$ cat src/rtl/rdp_pkg.sv
// Package: shared constants and state type for the descriptor ring poller.
// Assumes 32-bit descriptor words with fixed ready and wrap bit positions.
package rdp_pkg;
    localparam int DESC_W    = 32;
    localparam int READY_BIT = 15;
    localparam int WRAP_BIT  = 13;

    typedef enum logic [2:0] {
        PS_IDLE,
        PS_REQ,
        PS_WAIT,
        PS_DRAIN,
        PS_SHOW
    } poll_state_e;
endpackage

$ cat src/rtl/rdp_active_flag.sv
// Module: rdp_active_flag
// Holds the doorbell flag. Disable and soft reset dominate, then a software
// write, then the hardware clear raised when a descriptor is not ready.
// Assumes wr_hit is already decoded from the register address.
module rdp_active_flag (
    input  logic clk,
    input  logic rst_n,
    input  logic wr_hit,
    input  logic eng_enable,
    input  logic soft_reset,
    input  logic hw_clear,
    output logic active
);
    // Flag register with its priority order
    always_ff @(posedge clk) begin
        if (!rst_n)
            active <= 1'b0;
        else if (!eng_enable || soft_reset)
            active <= 1'b0;
        else if (wr_hit)
            active <= 1'b1;
        else if (hw_clear)
            active <= 1'b0;
    end

    assert_write_sets_R1: assert property (@(posedge clk) disable iff (!rst_n)
        (wr_hit && eng_enable && !soft_reset) |=> active);
    assert_notready_clears_R5: assert property (@(posedge clk) disable iff (!rst_n)
        (hw_clear && !wr_hit) |=> !active);
    assert_disable_clears_R7: assert property (@(posedge clk) disable iff (!rst_n)
        !eng_enable |=> !active);
    assert_soft_clears_R8: assert property (@(posedge clk) disable iff (!rst_n)
        soft_reset |=> !active);
    assert_reset_clears_R9: assert property (@(posedge clk)
        !rst_n |=> !active);
    assert_write_beats_clear_R10: assert property (@(posedge clk) disable iff (!rst_n)
        (hw_clear && wr_hit && eng_enable && !soft_reset) |=> active);
endmodule

$ cat src/rtl/rdp_ring_index.sv
// Module: rdp_ring_index
// Ring position counter. It moves one step on each accepted descriptor and
// goes back to zero after a wrap descriptor or on soft reset. A stop does
// not change it. Assumes advance is a single-cycle pulse.
module rdp_ring_index #(
    parameter int IDX_W = 8
) (
    input  logic             clk,
    input  logic             rst_n,
    input  logic             soft_reset,
    input  logic             advance,
    input  logic             wrap,
    output logic [IDX_W-1:0] idx
);
    // Position update on accept, wrap or soft reset
    always_ff @(posedge clk) begin
        if (!rst_n || soft_reset)
            idx <= '0;
        else if (advance)
            idx <= wrap ? '0 : idx + 1'b1;
    end

    assert_wrap_to_base_R6: assert property (@(posedge clk) disable iff (!rst_n)
        (advance && wrap && !soft_reset) |=> (idx == '0));
    assert_soft_zero_R8: assert property (@(posedge clk) disable iff (!rst_n)
        soft_reset |=> (idx == '0));
    assert_idx_held_R11: assert property (@(posedge clk) disable iff (!rst_n)
        (!advance && !soft_reset) |=> $stable(idx));
endmodule

$ cat src/rtl/rdp_poll_fsm.sv
// Module: rdp_poll_fsm
// Fetch sequencer: request, wait for the word, then either offer it or
// report a not-ready clear. A fetch aborted while a read is outstanding is
// drained so that a late response is not taken as a new descriptor.
// Assumes every request is answered exactly once, one or more cycles later.
module rdp_poll_fsm
    import rdp_pkg::*;
(
    input  logic              clk,
    input  logic              rst_n,
    input  logic              run,
    input  logic              abort,
    input  logic              mem_valid,
    input  logic [DESC_W-1:0] mem_rdata,
    input  logic              desc_ready,
    output logic              mem_req,
    output logic              desc_valid,
    output logic [DESC_W-1:0] desc_data,
    output logic              hw_clear,
    output logic              advance,
    output logic              wrap_seen
);
    poll_state_e state, nxt;
    logic        take_word;

    // Decode of the read response in the wait state
    always_comb begin
        take_word = (state == PS_WAIT) && mem_valid && !abort &&  mem_rdata[READY_BIT];
        hw_clear  = (state == PS_WAIT) && mem_valid && !abort && !mem_rdata[READY_BIT];
    end

    // Next-state selection
    always_comb begin
        nxt = state;
        unique case (state)
            PS_IDLE:  if (run) nxt = PS_REQ;
            PS_REQ:   nxt = abort ? PS_IDLE : PS_WAIT;
            PS_WAIT: begin
                if (mem_valid)  nxt = take_word ? PS_SHOW : PS_IDLE;
                else if (abort) nxt = PS_DRAIN;
            end
            PS_DRAIN: if (mem_valid) nxt = PS_IDLE;
            PS_SHOW:  if (abort || desc_ready) nxt = PS_IDLE;
            default:  nxt = PS_IDLE;
        endcase
    end

    // State register
    always_ff @(posedge clk) begin
        if (!rst_n) state <= PS_IDLE;
        else        state <= nxt;
    end

    // Capture of a ready descriptor word
    always_ff @(posedge clk) begin
        if (!rst_n)         desc_data <= '0;
        else if (take_word) desc_data <= mem_rdata;
    end

    // Port-side strobes
    always_comb begin
        mem_req    = (state == PS_REQ) && !abort;
        desc_valid = (state == PS_SHOW) && !abort;
        advance    = desc_valid && desc_ready;
        wrap_seen  = desc_data[WRAP_BIT];
    end

    assert_offer_held_R4: assert property (@(posedge clk) disable iff (!rst_n)
        (desc_valid && !desc_ready) |=> (abort || (desc_valid && $stable(desc_data))));
    assert_single_req_R4: assert property (@(posedge clk) disable iff (!rst_n)
        mem_req |=> !mem_req);
    assert_offer_is_ready_R4: assert property (@(posedge clk) disable iff (!rst_n)
        desc_valid |-> desc_data[READY_BIT]);
endmodule

$ cat src/rtl/ring_doorbell_poller.sv
// Module: ring_doorbell_poller (top)
// Decodes the doorbell write, drives the readback word, and connects the
// flag, the ring index and the fetch sequencer. Addresses are word
// addresses; ring_base is expected to stay steady while polling runs.
module ring_doorbell_poller #(
    parameter int                ADDR_W     = 8,
    parameter int                REG_AW     = 8,
    parameter int                REG_W      = 32,
    parameter logic [REG_AW-1:0] ACTIVE_OFS = 'h10,
    parameter int                FLAG_MSB0  = 7
) (
    input  logic                      clk,
    input  logic                      rst_n,
    input  logic                      reg_wr_en,
    input  logic [REG_AW-1:0]         reg_addr,
    input  logic [REG_W-1:0]          reg_wdata,
    output logic [REG_W-1:0]          reg_rdata,
    input  logic                      eng_enable,
    input  logic                      soft_reset,
    input  logic [ADDR_W-1:0]         ring_base,
    output logic                      mem_req,
    output logic [ADDR_W-1:0]         mem_addr,
    input  logic                      mem_valid,
    input  logic [rdp_pkg::DESC_W-1:0] mem_rdata,
    output logic                      desc_valid,
    output logic [ADDR_W-1:0]         desc_addr,
    output logic [rdp_pkg::DESC_W-1:0] desc_data,
    input  logic                      desc_ready
);
    localparam int FLAG_LSB0 = REG_W - 1 - FLAG_MSB0;

    logic              wr_hit, active, run, abort;
    logic              hw_clear, advance, wrap_seen;
    logic [ADDR_W-1:0] idx;
    logic              wdata_unused;

    // Doorbell decode and run/abort qualifiers; write data is not used
    always_comb begin
        wr_hit       = reg_wr_en && (reg_addr == ACTIVE_OFS);
        abort        = !eng_enable || soft_reset;
        run          = active && !abort;
        wdata_unused = ^reg_wdata;
    end

    // Readback word with the flag at its fixed position
    always_comb begin
        reg_rdata            = '0;
        reg_rdata[FLAG_LSB0] = active;
    end

    // Descriptor addressing from the ring base and position
    always_comb begin
        mem_addr  = ring_base + idx;
        desc_addr = ring_base + idx;
    end

    rdp_active_flag u_flag (
        .clk        (clk),
        .rst_n      (rst_n),
        .wr_hit     (wr_hit),
        .eng_enable (eng_enable),
        .soft_reset (soft_reset),
        .hw_clear   (hw_clear),
        .active     (active)
    );

    rdp_ring_index #(.IDX_W(ADDR_W)) u_index (
        .clk        (clk),
        .rst_n      (rst_n),
        .soft_reset (soft_reset),
        .advance    (advance),
        .wrap       (wrap_seen),
        .idx        (idx)
    );

    rdp_poll_fsm u_fsm (
        .clk        (clk),
        .rst_n      (rst_n),
        .run        (run),
        .abort      (abort),
        .mem_valid  (mem_valid),
        .mem_rdata  (mem_rdata),
        .desc_ready (desc_ready),
        .mem_req    (mem_req),
        .desc_valid (desc_valid),
        .desc_data  (desc_data),
        .hw_clear   (hw_clear),
        .advance    (advance),
        .wrap_seen  (wrap_seen)
    );

    assert_req_needs_run_R3: assert property (@(posedge clk) disable iff (!rst_n)
        mem_req |-> (active && eng_enable && !soft_reset));
    assert_offer_needs_enable_R7: assert property (@(posedge clk) disable iff (!rst_n)
        desc_valid |-> (eng_enable && !soft_reset));
    assert_quiet_in_reset_R9: assert property (@(posedge clk)
        !rst_n |=> (!mem_req && !desc_valid && reg_rdata == '0));
endmodule

$ cat config.mk
export PLATFORM = sky130hd
export DESIGN_NAME = ring_doorbell_poller
export DESIGN_NICKNAME = d
export VERILOG_FILES = /design/src/rtl/rdp_pkg.sv /design/src/rtl/rdp_active_flag.sv /design/src/rtl/rdp_ring_index.sv /design/src/rtl/rdp_poll_fsm.sv /design/src/rtl/ring_doorbell_poller.sv
export SDC_FILE = /design/constraint.sdc
export NUM_CORES = 1
export LEC_CHECK = 0
export ABC_AREA = 1
export BUFFER_PORTS_ARGS = -buffer_cell sky130_fd_sc_hd__buf_2
export CORE_AREA = 2 2 92 94
export DETAILED_ROUTE_END_ITERATION = 10
export DIE_AREA = 0 0 94 96
export GPL_ROUTABILITY_DRIVEN = 0
export PLACE_DENSITY_LB_ADDON = 0.15
export SYNTH_ARGS = -nofsm -noshare
export SYNTH_HDL_FRONTEND = slang
export SYNTH_HIERARCHICAL = 1
export SYNTH_SLANG_ARGS = --single-unit
export TNS_END_PERCENT = 50
$ cat constraint.sdc
create_clock -name clk -period 3.4 [get_ports clk]
set_input_delay 0 -clock clk [delete_from_list [all_inputs] [get_ports clk]]
set_output_delay 0 -clock clk [all_outputs]
set_load 0.01 [all_outputs]
==> results.md <==
* CP Launch Type: register
* GR Overflow Total at 0
* Clock transition at path regs at 0.08 ns
* # fillers at between 800 and 900
* Initial DRC Count at 118
* Initial antenna violation count at 0
* Worst-path fanout max at 7
* Cell area after synthesis at 0.00273 mm^2
* Final setup TNS at 0 ns
* Register Area at 881 um^2
* Fin crit share at between 60% and 70%
* I/O Buffers at 105
* Register-to-Register Path Depth at 8
* Num ports at 169
* Area growth syn-to-layout at 29.4%
* Final wirelength at 5990 um
* Antenna Nets Post-Route at 0
* Clock Path Buffers at 2
* Critical path class: reg -> reg
* Global-route wire length before repair at 10,300 um
* # diodes at 0
* # H-tree levels at 2
* DP Worst Slack at 1.36 ns
* Via-to-Cell Ratio at a little over 4
* HPWL after DPL at 4160 um
* Num CTS Buffers at 5
* Share of cells above drive strength 1 at 23.4%
* Distinct cells, synth at 30
* Hold/Removal Path Class: in -> reg
* Largest net degree at the start of global routing at 65
* Die H at 96 um
* RSZ-0062 raised after global routing: no
* Core area at 0.00805 mm^2
* Max-slew violation count at 0
* Initial Utilization at 33.9%
* Clock sink total at 44
* Pwr Total at around 1.0 mW
* Setup ws final at 1.33 ns
* Power per standard cell area at approximately 290 mW/mm^2
* Slew @ Worst Pin at 0.901 ns
* Die width at 94 um
* #FFs+latches synth at 44
* Worst vdd ir at slightly above 0.0002 V
* Hold Crit Depth at 6
* Hold_ws at 0.0196 ns
* DR vias at 2,647
* Final cell count without fillers at 648
* Leak at 2.03 nW
* Critical path data arrival time at 2.26 ns
* Crit. End Element: register
* Relative slew slack at 39.8%
* Total iterations of the first detailed-routing run at 4
* Skew-Pair Late Insertion Delay at 0.30 ns
* Post-layout min period at 2.07 ns
* Yosys synthesis warning count at 6
* Die area at 0.00902 mm^2
* Avg WL per Cell at a little over 9 um
* Worst EP required at approximately 3.6 ns
* Placement row count at 33
* Area of the multi-input gates at 0.00134 mm^2
* Most common cell after layout, fill and taps aside: nand2_1
* # DRC at 0
* Clock root buffer master: clkbuf_8
* GRT Total Usage at 13.9%
* CTS tree: yes
* Max-cap viol count at 0
* Syn_area_per_cell at 6.51 um^2
* Final setup viols at 0
* Vias in the first global route at 2,475
* Placed instance count at 609
* Commonest non-fill, non-tap cells in the layout: 110 x nand2_1, 105 x buf_2, 86 x nor2_1
* Post-Synthesis Cells at around 420
* Final Net Count at 639
* Final Hold Fails at 0
* Clock skew at 0.0105 ns
* Maximum operating frequency at a little under 500 MHz
* Status: complete, no violations
* Sequential area share after synthesis at 32.3%
state kept, by name (all words and copies together) (netlist names):
signal           flops
u_flag/active        1
u_fsm/desc_data     32
u_fsm/state          3
u_index/idx          8
per-layer routing:
layer  vias up  GRT usage (%)  share of wire (%)
li1       1407              -                  -
met1      1130           15.9                 43
met2       103           25.2                 47
met3         7           4.15                8.8
met4         0           3.99               0.95
met5         -              0                  0
cells in the mapped netlist (all sizes together):
library cell  count  share of area [%]
nor2             90                 13
conb              1               0.14
a21oi            11                2.0
nand3b            2               0.55
nand2           114                 16
nand4             2                1.0
nor3b             2               0.55
buf              47                 13
xnor2             4                2.0
ha                8                3.7
o21ai             2               0.37
inv              67                9.2
dfxtp            44                 32
or2               2               0.55
clkbuf            3               0.41
fa                1               0.73
nor4              1               0.23
nand3            14                3.1
clkinv            1               0.14
nor3              3               0.96
final cells by class:
type	instances	area share, %
inverters	68	7.23
repair buffers	137	24.0
flip-flops and latches	44	24.9
clock inverters	2	0.354
well taps	105	3.72
clock buffers	5	1.95
multi-input cells	287	37.8
what timing repair did:
item                      in CTS  in global routing
setup buffers                  0                  0
hold buffers                  32                  0
resized for setup              0                  0
hold endpoints to repair      32                  0
kinds of logic after synthesis:
kind of cell	share of synthesized area, %
XOR/XNOR	1.97
AO/OA/AOI/OAI	2.39
flip-flops	32.3
buffers and inverters	22.8
other	0.137
AND/OR/NAND/NOR	36.0
adder cells (fa/ha/maj)	4.40
path summary, 6_finish.rpt:
check,end,slack [ns],start
worst max-delay path,u_index/idx[5]$_SDFFE_PP0P_,1.33,u_fsm/state[0]$_SDFFE_PN0P_
worst min-delay path,u_flag/active$_SDFFE_PP0P_,0.02,reg_addr[2]
worst max register to register,u_index/idx[5]$_SDFFE_PP0P_,1.33,u_fsm/state[0]$_SDFFE_PN0P_
worst min register to register,u_fsm/desc_data[15]$_SDFFE_PN0P_,0.46,u_fsm/desc_data[15]$_SDFFE_PN0P_
metrics by stage:
stage / cell area (um^2) / util [%]
5_1_grt: 3530 / 43.9
4_1_cts: 3530 / 43.9
2_1_floorplan: 2840 / -
3_5_place_dp: 3130 / 38.9
6_report: 3530 / 43.9
3_3_place_gp: 3130 / 38.9
power by group:
| part | internal, mW | switching, mW |
|---|---|---|
| combinational | 0.0849 | 0.0995 |
| clock | 0.139 | 0.178 |
| sequential | 0.522 | 0.00712 |
critical path: stages, from the launching register on:
cell and delay [ns]:
dfxtp_1 0.37, nor2_1 0.23, nand2_1 0.13, nor3_1 0.67
nand2_2 0.18, nor2_4 0.18, nand3_1 0.09, nand2_1 0.08
nor2_2 0.05
No activity file was read; power rests on OpenSTA's default activity.
